## src/rtl/sbx_pkg.sv

```systemverilog
`timescale 1ns/1ps
package sbx_pkg;
  localparam int REG_AW = 3;
  localparam logic [REG_AW-1:0] OFS_STAT = 3'd0;
  localparam logic [REG_AW-1:0] OFS_ADDR = 3'd1;
  localparam int OFS_DATA = 2;
  localparam int B_BERR = 22;
  localparam int B_ROA  = 20;
  localparam int B_SIZE = 17;
  localparam int B_ERR  = 12;
  localparam logic [2:0] ERR_NONE = 3'd0;
  localparam logic [2:0] ERR_BAD  = 3'd2;
  localparam logic [2:0] ERR_OTH  = 3'd3;
endpackage

```

## src/rtl/sbx_check.sv

```systemverilog
`timescale 1ns/1ps
module sbx_check #(
  parameter int BUS_W = 64
) (
  input  logic [2:0] size,
  input  logic [3:0] addr_lo,
  output logic       ok
);
  localparam int MAX_SZ = $clog2(BUS_W / 8);
  logic size_ok;
  logic align_ok;

  always_comb begin
    size_ok  = (int'(size) <= MAX_SZ) && (size <= 3'd4);
    align_ok = 1'b1;
    for (int b = 0; b < 4; b++) begin
      if (b < int'(size) && addr_lo[b]) align_ok = 1'b0;
    end
    ok = size_ok && align_ok;
  end
endmodule

```

## src/rtl/sbx_data.sv

```systemverilog
`timescale 1ns/1ps
module sbx_data #(
  parameter int NW = 2
) (
  input  logic             clk,
  input  logic             rst,
  input  logic [NW-1:0]    wr_en,
  input  logic [31:0]      wr_word,
  input  logic             load,
  input  logic [NW*32-1:0] load_data,
  output logic [NW*32-1:0] q
);
  logic [31:0] word_q [NW];

  generate
    for (genvar i = 0; i < NW; i++) begin : g_word
      always_ff @(posedge clk) begin
        if (rst)            word_q[i] <= '0;
        else if (load)      word_q[i] <= load_data[i*32 +: 32];
        else if (wr_en[i])  word_q[i] <= wr_word;
      end
      assign q[i*32 +: 32] = word_q[i];
    end
  endgenerate
endmodule

```

## src/rtl/sbx_bus.sv

```systemverilog
`timescale 1ns/1ps
module sbx_bus #(
  parameter int BUS_W = 64,
  parameter int AW    = 32
) (
  input  logic             clk,
  input  logic             rst,
  input  logic             start,
  input  logic             st_write,
  input  logic [AW-1:0]    st_addr,
  input  logic [2:0]       st_size,
  input  logic [BUS_W-1:0] st_wdata,
  input  logic             rsp_valid,
  output logic             busy,
  output logic             done,
  output logic             req_valid,
  output logic             req_write,
  output logic [AW-1:0]    req_addr,
  output logic [2:0]       req_size,
  output logic [BUS_W-1:0] req_wdata
);
  assign done = busy && rsp_valid;

  always_ff @(posedge clk) begin
    if (rst) begin
      busy      <= 1'b0;
      req_valid <= 1'b0;
      req_write <= 1'b0;
      req_addr  <= '0;
      req_size  <= '0;
      req_wdata <= '0;
    end else begin
      req_valid <= 1'b0;
      if (start) begin
        busy      <= 1'b1;
        req_valid <= 1'b1;
        req_write <= st_write;
        req_addr  <= st_addr;
        req_size  <= st_size;
        req_wdata <= st_wdata;
      end else if (done) begin
        busy <= 1'b0;
      end
    end
  end

  p_busy_hold_r3: assert property (@(posedge clk) disable iff (rst)
    busy && !rsp_valid |=> busy);
  p_req_while_busy_r3: assert property (@(posedge clk) disable iff (rst)
    req_valid |-> busy);
  p_single_out_r3: assert property (@(posedge clk) disable iff (rst)
    busy && !rsp_valid |=> !req_valid);
endmodule

```

## src/rtl/sbx_ctrl.sv

```systemverilog
`timescale 1ns/1ps
module sbx_ctrl
  import sbx_pkg::*;
#(
  parameter int         BUS_W   = 64,
  parameter int         AW      = 32,
  parameter logic [2:0] VERSION = 3'd1
) (
  input  logic              clk,
  input  logic              rst,
  input  logic              reg_wr,
  input  logic              reg_rd,
  input  logic [REG_AW-1:0] reg_addr,
  input  logic [31:0]       reg_wdata,
  output logic [31:0]       reg_rdata,
  output logic              req_valid,
  output logic              req_write,
  output logic [AW-1:0]     req_addr,
  output logic [2:0]        req_size,
  output logic [BUS_W-1:0]  req_wdata,
  input  logic              rsp_valid,
  input  logic              rsp_err,
  input  logic [BUS_W-1:0]  rsp_rdata
);
  localparam int NW     = BUS_W / 32;
  localparam int MAX_SZ = $clog2(BUS_W / 8);

  logic             busy, done;
  logic             berr_q, roa_q;
  logic [2:0]       size_q, err_q;
  logic [AW-1:0]    addr_q;
  logic [BUS_W-1:0] data_q;

  logic is_stat, is_addr, is_data;
  logic [REG_AW-1:0] widx;
  logic busy_hit, wr_addr_ok, wr_data_ok, blocked;
  logic want_rd, want_wr, chk_ok, start, bad_start;
  logic [AW-1:0]    start_addr;
  logic [BUS_W-1:0] start_wdata;
  logic [NW-1:0]    word_wr;
  logic [31:0]      rd_word, stat_word;

  assign is_stat = (reg_addr == OFS_STAT);
  assign is_addr = (reg_addr == OFS_ADDR);
  assign is_data = (int'(reg_addr) >= OFS_DATA) && (int'(reg_addr) < OFS_DATA + NW);
  assign widx    = reg_addr - REG_AW'(OFS_DATA);

  assign busy_hit   = busy && ((reg_wr && (is_addr || is_data)) || (reg_rd && is_data));
  assign wr_addr_ok = reg_wr && is_addr && !busy;
  assign wr_data_ok = reg_wr && is_data && !busy;
  assign blocked    = berr_q || (err_q != ERR_NONE);
  assign want_rd    = wr_addr_ok && roa_q && !blocked;
  assign want_wr    = wr_data_ok && (widx == '0) && !blocked;
  assign start_addr = wr_addr_ok ? reg_wdata[AW-1:0] : addr_q;
  assign start      = (want_rd || want_wr) && chk_ok;
  assign bad_start  = (want_rd || want_wr) && !chk_ok;

  sbx_check #(.BUS_W(BUS_W)) u_check (
    .size    (size_q),
    .addr_lo (start_addr[3:0]),
    .ok      (chk_ok)
  );

  always_comb begin
    start_wdata = data_q;
    if (want_wr) start_wdata[31:0] = reg_wdata;
    for (int i = 0; i < NW; i++) word_wr[i] = wr_data_ok && (int'(widx) == i);
  end

  sbx_data #(.NW(NW)) u_data (
    .clk       (clk),
    .rst       (rst),
    .wr_en     (word_wr),
    .wr_word   (reg_wdata),
    .load      (done && !rsp_err && !req_write),
    .load_data (rsp_rdata),
    .q         (data_q)
  );

  sbx_bus #(.BUS_W(BUS_W), .AW(AW)) u_bus (
    .clk       (clk),
    .rst       (rst),
    .start     (start),
    .st_write  (want_wr),
    .st_addr   (start_addr),
    .st_size   (size_q),
    .st_wdata  (start_wdata),
    .rsp_valid (rsp_valid),
    .busy      (busy),
    .done      (done),
    .req_valid (req_valid),
    .req_write (req_write),
    .req_addr  (req_addr),
    .req_size  (req_size),
    .req_wdata (req_wdata)
  );

  always_ff @(posedge clk) begin
    if (rst) begin
      berr_q <= 1'b0;
      roa_q  <= 1'b0;
      size_q <= '0;
      err_q  <= ERR_NONE;
      addr_q <= '0;
    end else begin
      if (wr_addr_ok) addr_q <= reg_wdata[AW-1:0];
      if (reg_wr && is_stat) begin
        roa_q  <= reg_wdata[B_ROA];
        size_q <= reg_wdata[B_SIZE +: 3];
      end
      if (busy_hit) berr_q <= 1'b1;
      else if (reg_wr && is_stat && reg_wdata[B_BERR]) berr_q <= 1'b0;
      if (done && rsp_err) err_q <= ERR_BAD;
      else if (bad_start)  err_q <= ERR_OTH;
      else if (reg_wr && is_stat) err_q <= err_q & ~reg_wdata[B_ERR +: 3];
    end
  end

  always_comb begin
    rd_word = '0;
    for (int i = 0; i < NW; i++) if (int'(widx) == i) rd_word = data_q[i*32 +: 32];
    stat_word = {VERSION, 6'b0, berr_q, busy, roa_q, size_q, 2'b0, err_q, 12'b0};
  end

  always_ff @(posedge clk) begin
    if (rst) reg_rdata <= '0;
    else if (reg_rd) begin
      if (is_stat)      reg_rdata <= stat_word;
      else if (is_addr) reg_rdata <= 32'(addr_q);
      else if (is_data) reg_rdata <= rd_word;
      else              reg_rdata <= '0;
    end
  end

  p_no_start_blocked_r8: assert property (@(posedge clk) disable iff (rst)
    req_valid |-> $past(!berr_q && err_q == ERR_NONE));
  p_size_legal_r6: assert property (@(posedge clk) disable iff (rst)
    req_valid |-> int'(req_size) <= MAX_SZ);
  p_berr_sticky_r7: assert property (@(posedge clk) disable iff (rst)
    berr_q && !(reg_wr && is_stat && reg_wdata[B_BERR]) |=> berr_q);
  p_bus_err_code_r9: assert property (@(posedge clk) disable iff (rst)
    busy && rsp_valid && rsp_err |=> err_q == ERR_BAD && !busy);
  p_busy_write_ignored_r7: assert property (@(posedge clk) disable iff (rst)
    busy && reg_wr && is_addr |=> $stable(addr_q) && berr_q);
endmodule

```

## config.mk

```make
export PLATFORM = sky130hd
export DESIGN_NAME = sbx_ctrl
export DESIGN_NICKNAME = d
export VERILOG_FILES = /design/src/rtl/sbx_pkg.sv /design/src/rtl/sbx_check.sv /design/src/rtl/sbx_data.sv /design/src/rtl/sbx_bus.sv /design/src/rtl/sbx_ctrl.sv
export SDC_FILE = /design/constraint.sdc
export NUM_CORES = 1
export LEC_CHECK = 0
export ABC_AREA = 1
export BUFFER_PORTS_ARGS = -buffer_cell sky130_fd_sc_hd__buf_4
export CORE_MARGIN = 8
export CORE_UTILIZATION = 36
export CTS_CLUSTER_DIAMETER = 100
export CTS_CLUSTER_SIZE = 28
export DETAILED_ROUTE_END_ITERATION = 16
export PLACE_DENSITY = 0.68
export SLEW_MARGIN = 20
export SYNTH_ARGS = -nofsm -noshare
export SYNTH_HDL_FRONTEND = slang
export SYNTH_SLANG_ARGS = --single-unit
```

## constraint.sdc

```tcl
create_clock -name clk -period 8.5 [get_ports clk]
set_input_delay 0.85 -clock clk [delete_from_list [all_inputs] [get_ports clk]]
set_output_delay 0.85 -clock clk [all_outputs]
set_load 0.02 [all_outputs]
```

==> impl_metrics.toml, run 1 <==
[timing]
worst_slew_pin_slew_ns = 1.08
final.setup_skew_ns = 0.0336
slew-limit-headroom_pct = 28.0
report.final.setup_viol = 0
finalCritPeriodShare_pct = 41.7
rsz0062_at_grt = "false"
setup_tns_ns = 0
finalHoldWorstSlack_ns = 0.462
report.final.hold_viol_count = 0
fin_crit_ns = 3.54
max_freq_ghz = 0.282
number_of_pins_with_negative_max_slew_slack_in_the_final_report = 0

[clocking]
hold_buffers = 0
cts_made_buffers = 12
ctsLongestPathBuffers = 3
postcts_setup_bufs = 0
root_buffer = "sky130_fd_sc_hd__clkbuf_16"
clkSinkCount = 238
clock_latency_ns = 0.50
clk_pin_slew_ns = 0.11
post_cts_resize_count = 0
tritoncts = "done"
htreeDepth = 1

[grt]
grt_overflow = 0
globalRouteTotalUtil_pct = 18.7
maximum_number_of_pins_on_one_net_before_global_route_repair = 95
grt_pass1_wl_um = 53700
initial_antenna_violation_count = 1
grt_pass1_vias = 9213

[setup_path]
worst_r2r_startpoint = "u_bus.busy"
worst_setup_path_type = "primary input to flop"
timing.critical_path.fanout_max = 81
critPathLaunch = "reg_addr[2]"
critical_path.startpoint_type = "primary input"
cp.required_ns = 8.93
timing.critical_path.to_type = "flop"
critPathArrivalTime_ns = 3.97
worst_r2r_path_depth = 10

[pwr]
power_frac_clock_pct = 31.0
register_share_of_total_power_pct = 57.0
switching_power_of_the_nets_mw = 0.554
cellLeakagePower_nw = 5.93
power.density_nw_per_um2 = 164
power.switching_fraction_pct = 26.0
cell_int_power_mw = 1.58
largest_vdd_supply_drop_uv = 110
power.share.combinational_pct = 12.0

[synth]
synth.distinct_cells = 28
post_synth_instance_area_um2 = 10800
post_synth_net_total = 1589
ys_top_cells_by_count = "sky130_fd_sc_hd__nand2_1 (358), sky130_fd_sc_hd__nor2_1 (190), sky130_fd_sc_hd__inv_1 (188)"
syn_avg_cell_area_um2 = 7.26
part_of_the_yosys_area_used_for_sequential_elements_pct = 50.2
netlist_instances = 1482
synth_async_sr_flop_share_pct = 0
synthDominantAreaCellType = "sky130_fd_sc_hd__dfxtp_1"
post_synth_edffs = 64
synthesis.yosys.warnings = 0
synthDominantCellAreaShare_pct = 32.4
dominantRegCellSynth = "sky130_fd_sc_hd__dfxtp_1"
ys_seq_elements = 238
yosys.cell_count.top_type = "sky130_fd_sc_hd__nand2_1"
netlist_top_cells_area = "sky130_fd_sc_hd__dfxtp_1 (32%), sky130_fd_sc_hd__edfxtp_1 (18%), sky130_fd_sc_hd__nand2_1 (12%)"

[floorplanning]
fp.coreArea_um2 = 29600
num_rows = 63
pin_count = 238
floorplan.initialDensity_pct = 36.4
horizontal_die_dimension_um = 189
dieArea_um2 = 35700
chipHeight_um = 189

[hold_path]
worstHoldStart = "u_bus.req_size[2]"
hold-path-cell-count = 2
worstHoldPathType = "flop to flop"

[place]
gpl.final_weighted_congestion = 0.904
port_bufs = 237
place_area_um2 = 12700
place_hpwl_um = 26400

[detailed_routing]
finalWirelength_um = 35400
drtPass1Iterations = 6
post_drt_via_cell_ratio = 4.93
drt_first_iter_violations = 1043
drcViolationCount = 0
routedWlPerCell_um = 17.4
total_number_of_vias = 10000
drt.antenna.violating_nets = 0

[run_status]
status = "finished clean"

[finish]
area_growth_syn_to_layout_pct = 21.0
finalNetCount = 1750
final_area_um2 = 13000
fraction_of_layout_instances_using_a_drive_strength_above_1_pct = 16.8

[run]
maxCapViolations = 0
-- path summary, 6_finish.rpt --
path	to	slack, ns
setup reg to reg	u_bus.req_wdata[58]	5.39
hold reg to reg	u_bus.req_size[2]	0.46
hold / removal	u_bus.req_size[2]	0.46
setup / recovery	err_q[1]	4.96
-- power by group through the flow --
stage / clock [mW] / sequential [mW] / combinational, mW
after detailed placement: 0 / 1.24 / 0.253
after global routing: 0.711 / 1.22 / 0.281
after global placement: 0 / 1.24 / 0.252
after floorplan: 0 / 1.25 / 0.126
after CTS: 0.676 / 1.21 / 0.254
final: 0.660 / 1.21 / 0.256
-- cell type report --
type	instances	area, µm²
timing repair buffer	247	1850
tap	390	488
clock buffer	17	340
sequential	238	5410
inverter	191	718
multi-input combinational	953	4200
clock inverter	1	16.3
fill	3035	16500
antenna	1	2.50
-- cell usage in the layout (no fill, tap or decap), types with 2 or more instances in the layout --
master                        n
sky130_fd_sc_hd__nor2_1     190
sky130_fd_sc_hd__o21ai_0    158
sky130_fd_sc_hd__nand2_2      4
sky130_fd_sc_hd__edfxtp_1    64
sky130_fd_sc_hd__nand2_1    357
sky130_fd_sc_hd__o22ai_1     32
sky130_fd_sc_hd__buf_4      247
sky130_fd_sc_hd__clkbuf_16   13
sky130_fd_sc_hd__clkbuf_1     4
sky130_fd_sc_hd__ha_1         2
sky130_fd_sc_hd__inv_1      188
sky130_fd_sc_hd__nand4_1      4
sky130_fd_sc_hd__nor2_2       2
sky130_fd_sc_hd__nand3_1     75
sky130_fd_sc_hd__dfxtp_1    174
sky130_fd_sc_hd__inv_2        2
sky130_fd_sc_hd__a21oi_1     98
sky130_fd_sc_hd__nor2_4       2
sky130_fd_sc_hd__o21ai_1     21
-- registers in the layout, indices dropped and copies added, names as in the netlist, 3 cells and up --
signal	cells
u_bus.req_addr	32
reg_rdata	32
size_q	3
u_bus.req_size	3
err_q	3
u_bus.req_wdata	64
addr_q	32
u_data.word_q	64
-- routing by layer --
layer	vias up	share of wire [%]	GRT usage (%)
met2	400	42	27.3
met3	46	10	5.30
met5	-	0.037	0
li1	5015	-	-
met4	2	2.5	5.08
met1	4580	45	26.6
-- metrics by stage --
step	std cells	util, %	setup slack [ns]	power [mW]
after global placement	2019	42.8	4.49	1.49
after CTS	2037	44.1	5.00	2.14
after global routing	2037	44.1	4.69	2.21
final	2038	44.1	4.96	2.13
after floorplan	1482	-	4.17	1.38
after detailed placement	2019	42.8	4.49	1.49
-- logic make-up after synthesis --
logic type | synth area share [%]
buffers and inverters | 10.9
and+or+nand+nor | 23.4
AOI/OAI and AO/OA | 15.2
adders and majority gates | 0.233
DFF | 50.2
-- critical path, cell delays in order --
cell and delay [ns]:
sky130_fd_sc_hd__buf_4 0.14, sky130_fd_sc_hd__inv_1 0.08, sky130_fd_sc_hd__ha_1 0.16, sky130_fd_sc_hd__nand2_2 0.07
sky130_fd_sc_hd__a21oi_4 0.67, sky130_fd_sc_hd__nand2_2 0.18, sky130_fd_sc_hd__nor2_2 0.17, sky130_fd_sc_hd__nand2_2 0.10
sky130_fd_sc_hd__nand2_4 0.41, sky130_fd_sc_hd__buf_4 0.70, sky130_fd_sc_hd__o21ai_1 0.22, sky130_fd_sc_hd__a21oi_1 0.19
Power figures use the tool's default switching activity.
==> inputs of run 2 (changes only) <==
Settings changed: ABC_AREA 1 to 0.
Clock period 8.5 ns to 3.3 ns, I/O delays scaled along.
==> run 2 against run 1 <==
Worst hold slack got worse by 0.35 ns; synthesized cell count fell by 33%; total power rose to 2.5 times the previous value; sequential power grew to 2.6 times the previous value; clock skew down 0.013 ns; critical path depth shrank 4; first-iteration DRC count is 0.48% lower; sequential share of layout area up 1.0 points.
==> impl_metrics.toml, run 2 <==
[run_status]
status = "finished clean"

[timing]
finalHoldWorstSlack_ns = 0.111
post-route-worst-setup-slack_ns = 0.805
finalCritPeriodShare_pct = 75.6
number_of_pins_with_negative_max_slew_slack_in_the_final_report = 0
fin_crit_ns = 2.50
report.final.hold_viol_count = 0
max_freq_ghz = 0.401
setup_tns_ns = 0
rsz0062_at_grt = "false"
final.setup_skew_ns = 0.0208
slew-limit-headroom_pct = 31.2
worst_slew_pin_slew_ns = 1.03
report.final.setup_viol = 0

[synth]
yosys.cell_count.top_type = "sky130_fd_sc_hd__dfxtp_1"
ys_top_cells_by_count = "sky130_fd_sc_hd__dfxtp_1 (174), sky130_fd_sc_hd__nand2_1 (95), sky130_fd_sc_hd__clkbuf_1 (87)"
synth.distinct_cells = 41
synthesis.yosys.warnings = 0
post_synth_instance_area_um2 = 10200
synth_async_sr_flop_share_pct = 0
post_synth_edffs = 64
synthDominantAreaCellType = "sky130_fd_sc_hd__dfxtp_1"
syn_avg_cell_area_um2 = 10.2
muxShareOfSynthArea_pct = 8.42
netlist_top_cells_area = "sky130_fd_sc_hd__dfxtp_1 (34%), sky130_fd_sc_hd__edfxtp_1 (19%), sky130_fd_sc_hd__a22o_1 (5.5%)"
part_of_the_yosys_area_used_for_sequential_elements_pct = 53.2
synth_xor_area_share_pct = 0
synth_top_family_by_area = "compound AO/OA/AOI/OAI gates"
synthDominantCellAreaShare_pct = 34.3
synthAdderAreaFrac_pct = 0.246
ys_seq_elements = 238
synthSimpleGateAreaFrac_pct = 12.2
netlist_instances = 997
synth_compound_gate_area_share_pct = 22.0
post_synth_net_total = 1104
dominantRegCellSynth = "sky130_fd_sc_hd__dfxtp_1"

[pwr]
switching_power_of_the_nets_mw = 1.34
power.share.combinational_pct = 10.0
largest_vdd_supply_drop_uv = 253
cell_int_power_mw = 4.03
register_share_of_total_power_pct = 58.1
power.switching_fraction_pct = 24.9
power.density_nw_per_um2 = 422
cellLeakagePower_nw = 4.88
power_frac_clock_pct = 31.8

[finish]
finalNetCount = 1285
mostFrequentLayoutCell = "sky130_fd_sc_hd__buf_4"
layout.filler_cells = 2716
area_growth_syn_to_layout_pct = 25.1
fin_util_pct = 45.8
layout_common_cells = "sky130_fd_sc_hd__buf_4 (264), sky130_fd_sc_hd__dfxtp_1 (174), sky130_fd_sc_hd__nand2_1 (95)"
final-seq-area_um2 = 5410
multi_input_area_um2 = 4420
registers_with_the_most_flip_flops = "u_bus.req_wdata x64, u_data.word_q x64"
fraction_of_layout_instances_using_a_drive_strength_above_1_pct = 24.8

[place]
gpl.final_weighted_congestion = 0.899
place_hpwl_um = 26300
port_bufs = 237
placement.setup.worst_slack_ns = 0.456

[clocking]
tritoncts = "done"
root_buffer = "sky130_fd_sc_hd__clkbuf_16"
clock_latency_ns = 0.48
post_cts_resize_count = 0
htreeDepth = 1
ctsLongestPathBuffers = 3
clkSinkCount = 238
cts_made_buffers = 12
clk_pin_slew_ns = 0.11
postcts_setup_bufs = 0
hold_buffers = 0

[setup_path]
worstPathBufferInverterCount = 2
critPathArrivalTime_ns = 2.86
worstPathCellList = "nor2b_1 > nand2_1 > buf_4 > mux2_2 > o41ai_4 > nand4_1 > buf_4 > mux2_1"
critical_path.startpoint_type = "flop"
cp-endpoint = "u_bus.req_addr[2]"
timing.critical_path.to_type = "flop"
critPathLaunch = "u_bus.busy"
timing.critical_path.fanout_max = 34
worst_r2r_path_depth = 8
cp_slowest_cell = "sky130_fd_sc_hd__o41ai_4"
worst_setup_path_type = "flop to flop"
timing.reg2reg.setup_slack_ns = 0.80
cpLargestDelayFamily = "multiplexers"
cp.required_ns = 3.66
critical_path_depth = 8
path_common_cell = "sky130_fd_sc_hd__buf_4"
crit_path_max_incr_delay_ns = 0.43
worst_r2r_startpoint = "u_bus.busy"
r2r_endpoint = "u_bus.req_addr[2]"

[floorplanning]
fp.coreArea_um2 = 27800
pin_count = 238
dieArea_um2 = 33900
horizontal_die_dimension_um = 184
chipHeight_um = 184
floorplan.initialDensity_pct = 36.6
num_rows = 61

[detailed_routing]
drtPass1Iterations = 7
routedWlPerCell_um = 22.5
post_drt_via_cell_ratio = 5.64
drt_first_iter_violations = 1038
drt.antenna.violating_nets = 0
finalWirelength_um = 35200
total_number_of_vias = 8840
drcViolationCount = 0

[hold_path]
worstHoldPathType = "primary input to flop"

[run]
maxCapViolations = 0

[grt]
grt_most_used_layer = "met2"
maximum_number_of_pins_on_one_net_before_global_route_repair = 66
groute.layer.met3.usage_pct = 3.12
grt_overflow = 0
grt_pass1_wl_um = 52100
globalRouteTotalUtil_pct = 19.7
globalRouteMet1Util_pct = 27.6
met2_routing_resource_usage_after_global_routing_pct = 30.2
initial_antenna_violation_count = 5
grt_pass1_vias = 8437
-- run 2: changes by cell type after synthesis, sizes merged, moves of 36 or more --
cell    previous run  this run
clkbuf            50        87
buf               50        12
mux2i              0        45
mux2               0        36
o31ai              0        37
nor2             194        73
o21ai            180        35
inv              190         6
nand3             76         4
nand2            362        95
a22o               0        64
nor2b              0        38
-- run 2: cells by family (layout without fill, tap and decap cells) --
logic type | after synthesis | in the layout
adders and majority gates | 2 | 2
buffers and inverters | 105 | 292
other | 0 | 5
DFF | 238 | 238
AOI/OAI and AO/OA | 307 | 307
and+or+nand+nor | 264 | 264
muxes | 81 | 81
-- run 2: worst min path at each step --
| stage | slack (ns) | end | from | cells past startpoint |
|---|---|---|---|---|
| CTS | 0.09 | err_q[2] | reg_wdata[14] | 2 |
| global route | 0.10 | err_q[2] | reg_wdata[14] | 2 |
| global placement | 0.44 | err_q[2] | err_q[2] | 2 |
| detailed placement | 0.44 | err_q[2] | err_q[2] | 2 |
| floorplan | 0.42 | err_q[2] | err_q[2] | 2 |
| finish | 0.11 | err_q[2] | reg_wdata[14] | 2 |
-- run 2: per-stage QoR --
stage	cells	total power, mW	area, µm²
final	1567	5.36	12700
after global routing	1567	5.53	12700
after CTS	1562	5.38	12700
after detailed placement	1542	3.71	12300
after global placement	1542	3.71	12300
after floorplan	997	3.41	10200
-- run 2: metal layers --
layer / routed length [µm] / share of wire [%]
met1: 15400 / 44
met2: 16100 / 46
met3: 2730 / 7.7
met4: 1040 / 3.0
met5: 0 / 0
-- run 2: worst reg2reg max path, cell delays in order, from the launching register on --
cell and delay [ns]:
sky130_fd_sc_hd__dfxtp_1 0.33, sky130_fd_sc_hd__nor2b_1 0.18, sky130_fd_sc_hd__nand2_1 0.09, sky130_fd_sc_hd__buf_4 0.21, sky130_fd_sc_hd__mux2_2 0.36, sky130_fd_sc_hd__o41ai_4 0.43, sky130_fd_sc_hd__nand4_1 0.15, sky130_fd_sc_hd__buf_4 0.28
sky130_fd_sc_hd__mux2_1 0.36
-- run 2: cell type report --
class | instances | share of cell area (%)
Sequential cell | 238 | 42.5
Multi-Input combinational cell | 654 | 34.7
Timing Repair Buffer | 266 | 15.9
Tap cell | 378 | 3.72
Clock buffer | 19 | 2.73
Inverter | 6 | 0.177
Clock inverter | 1 | 0.128
Antenna cell | 5 | 0.0984
-- run 2: power by group through the flow --
| stage | registers [mW] | logic [mW] | clock network (mW) |
|---|---|---|---|
| 6_report | 3.12 | 0.538 | 1.71 |
| 5_1_grt | 3.13 | 0.570 | 1.83 |
| 4_1_cts | 3.12 | 0.534 | 1.73 |
| 3_5_place_dp | 3.18 | 0.533 | 0 |
| 3_3_place_gp | 3.18 | 0.531 | 0 |
| 2_1_floorplan | 3.20 | 0.212 | 0 |
==> inputs of run 3 (changes only) <==
Settings changed: ABC_AREA 0 to 1, PLACE_DENSITY 0.68 to 0.7.
Clock period 3.3 ns to 2.05 ns, I/O delays scaled along.
==> run 3 against run 2 <==
The run now ends with hold timing left; combinational power is 120% higher; sequential share of layout area is 3.0 points lower; clock power is 65% higher; design area is 7.5% higher; worst setup slack worse by 0.61 ns; critical path type unchanged; non-clock buffer count is 34 higher; worst hold slack worse by 0.11 ns; maximum frequency is 34% higher; critical path depth is 2 higher.
==> impl_metrics.toml, run 3 (same netlist as run 1, synthesis figures left out) <==
[floorplanning]
num_rows = 63
chipHeight_um = 189
horizontal_die_dimension_um = 189
floorplan.initialDensity_pct = 36.4
dieArea_um2 = 35700
fp.coreArea_um2 = 29600
pin_count = 238

[clocking]
tritoncts = "done"
htreeDepth = 1
ctsLongestPathBuffers = 3
clk_pin_slew_ns = 0.11
root_buffer = "sky130_fd_sc_hd__clkbuf_16"
cts_made_buffers = 12
clock_latency_ns = 0.49
clkSinkCount = 238
postcts_setup_bufs = 0

[place]
gpl.final_weighted_congestion = 0.922
port_bufs = 237
place_hpwl_um = 26600

[finish]
registers_with_the_most_flip_flops = "u_bus.req_wdata x64, u_data.word_q x64"
finalNetCount = 1803
fraction_of_layout_instances_using_a_drive_strength_above_1_pct = 18.0
layout_common_cells = "sky130_fd_sc_hd__nand2_1 (356), sky130_fd_sc_hd__buf_4 (263), sky130_fd_sc_hd__nor2_1 (190)"
area_growth_syn_to_layout_pct = 27.1
mostFrequentLayoutCell = "sky130_fd_sc_hd__nand2_1"

[timing]
fin_crit_ns = 1.86
worst_slew_pin_slew_ns = 0.749
report.final.setup_viol = 0
finalHoldWorstSlack_ns = -0.0000412
number_of_pins_with_negative_max_slew_slack_in_the_final_report = 0
slew-limit-headroom_pct = 50.0
finalCritPeriodShare_pct = 90.6
report.final.hold_viol_count = 1
rsz0062_at_grt = "false"
max_freq_ghz = 0.539
final.setup_skew_ns = 0.0294

[detailed_routing]
finalWirelength_um = 35400
drcViolationCount = 0
post_drt_via_cell_ratio = 4.90
drt_first_iter_violations = 1116
total_number_of_vias = 10300
routedWlPerCell_um = 16.9
drt.antenna.violating_nets = 0
drtPass1Iterations = 5

[setup_path]
cp.required_ns = 2.43
worst_setup_path_type = "flop to flop"
critPathArrivalTime_ns = 2.24
crit_path_max_incr_delay_ns = 0.35
critical_path.startpoint_type = "flop"
timing.critical_path.to_type = "flop"
cpLargestDelayFamily = "simple AND/OR/NAND/NOR gates"
cp_slowest_cell = "sky130_fd_sc_hd__dfxtp_1"
worstPathCellList = "nor2_4 > nand4_1 > nand3_1 > nand2_1 > nor2_4 > buf_12 > buf_12 > nand3_1 > nand2_1 > nor2_1"
timing.critical_path.fanout_max = 42
worstPathBufferInverterCount = 2

[grt]
globalRouteTotalUtil_pct = 18.9
grt_pass1_wl_um = 54500
grt_overflow = 0
grt_pass1_vias = 9616
maximum_number_of_pins_on_one_net_before_global_route_repair = 99
initial_antenna_violation_count = 4

[pwr]
switching_power_of_the_nets_mw = 2.34
power.switching_fraction_pct = 26.0
register_share_of_total_power_pct = 55.8
cellLeakagePower_nw = 6.24
cell_int_power_mw = 6.68
power.density_nw_per_um2 = 660
power.total_mw = 9.02
power_frac_clock_pct = 31.3
power.share.combinational_pct = 12.9
largest_vdd_supply_drop_uv = 405

[run_status]
status = "finished, violations left"
violations = "hold timing"

[hold_path]
worstHoldPathType = "primary input to flop"

[run]
maxCapViolations = 0
[run 3: cell count changes in the layout (fill, tap and decap cells not counted), moves of 33 or more]
cell and change:
sky130_fd_sc_hd__nand3_1 +72, sky130_fd_sc_hd__nor2b_1 -38, sky130_fd_sc_hd__inv_1 +182, sky130_fd_sc_hd__nor2_1 +118
sky130_fd_sc_hd__nand2_1 +261, sky130_fd_sc_hd__a22o_1 -64, sky130_fd_sc_hd__o21ai_0 +125, sky130_fd_sc_hd__mux2_1 -34
sky130_fd_sc_hd__o31ai_1 -36, sky130_fd_sc_hd__a22oi_1 -33, sky130_fd_sc_hd__mux2i_1 -45
[run 3: worst paths after layout]
kind / from / endpoint / cells past startpoint / slack, ns
max: u_bus.busy / u_bus.req_wdata[32] / 10 / 0.19
min: rsp_rdata[14] / u_data.word_q[0][14] / 3 / -0.00004
max reg2reg: u_bus.busy / u_bus.req_wdata[32] / 10 / 0.19
min reg2reg: u_bus.req_size[2] / u_bus.req_size[2] / 2 / 0.45
[run 3: worst min-delay path, cell delays in order]
cell and delay (ns):
sky130_fd_sc_hd__buf_4 0.08, sky130_fd_sc_hd__nand2_1 0.04, sky130_fd_sc_hd__o21ai_0 0.06
[run 3: area by class of cell]
type / count / area, µm²
well taps: 390 / 488
clock inverters: 2 / 33.8
diodes: 3 / 7.51
multi-input cells: 953 / 4220
flip-flops and latches: 238 / 5410
clock buffers: 17 / 340
fillers: 2964 / 15900
repair buffers: 300 / 2460
inverters: 191 / 718
[run 3: timing repair]
item / CTS / global route
resized for setup: 0 / 1
hold buffers: 24 / 1
endpoints found under the hold margin: 24 / 1
endpoints found under the setup margin: 0 / 28
[run 3: power by group through the flow]
stage	Sequential [mW]	Clock (mW)	Combinational (mW)
4_1_cts	5.03	2.87	1.15
3_5_place_dp	5.14	0	1.11
6_report	5.03	2.83	1.16
3_3_place_gp	5.13	0	1.10
2_1_floorplan	5.20	0	0.522
5_1_grt	5.05	3.04	1.27
[run 3: per-layer routing]
| metal | track usage [%] | up-vias | part of all wire [%] |
|---|---|---|---|
| met5 | 0 | - | 0.037 |
| met4 | 5.89 | 2 | 2.9 |
| met3 | 4.40 | 56 | 9.1 |
| met2 | 27.9 | 446 | 42 |
| met1 | 26.7 | 4648 | 46 |
| li1 | - | 5114 | - |
[run 3: stage by stage]
step           TNS [ns]  utilization (%)  instances  worst slack (ns)  cell area [µm²]
6_report              0             46.3       2094             0.194            13700
5_1_grt               0             46.3       2094            0.0354            13700
2_1_floorplan     -5.70                -       1482            -0.178            10800
3_3_place_gp          0             44.1       2047             0.127            13000
3_5_place_dp          0             44.1       2047            0.0562            13000
4_1_cts               0             46.2       2090             0.118            13700
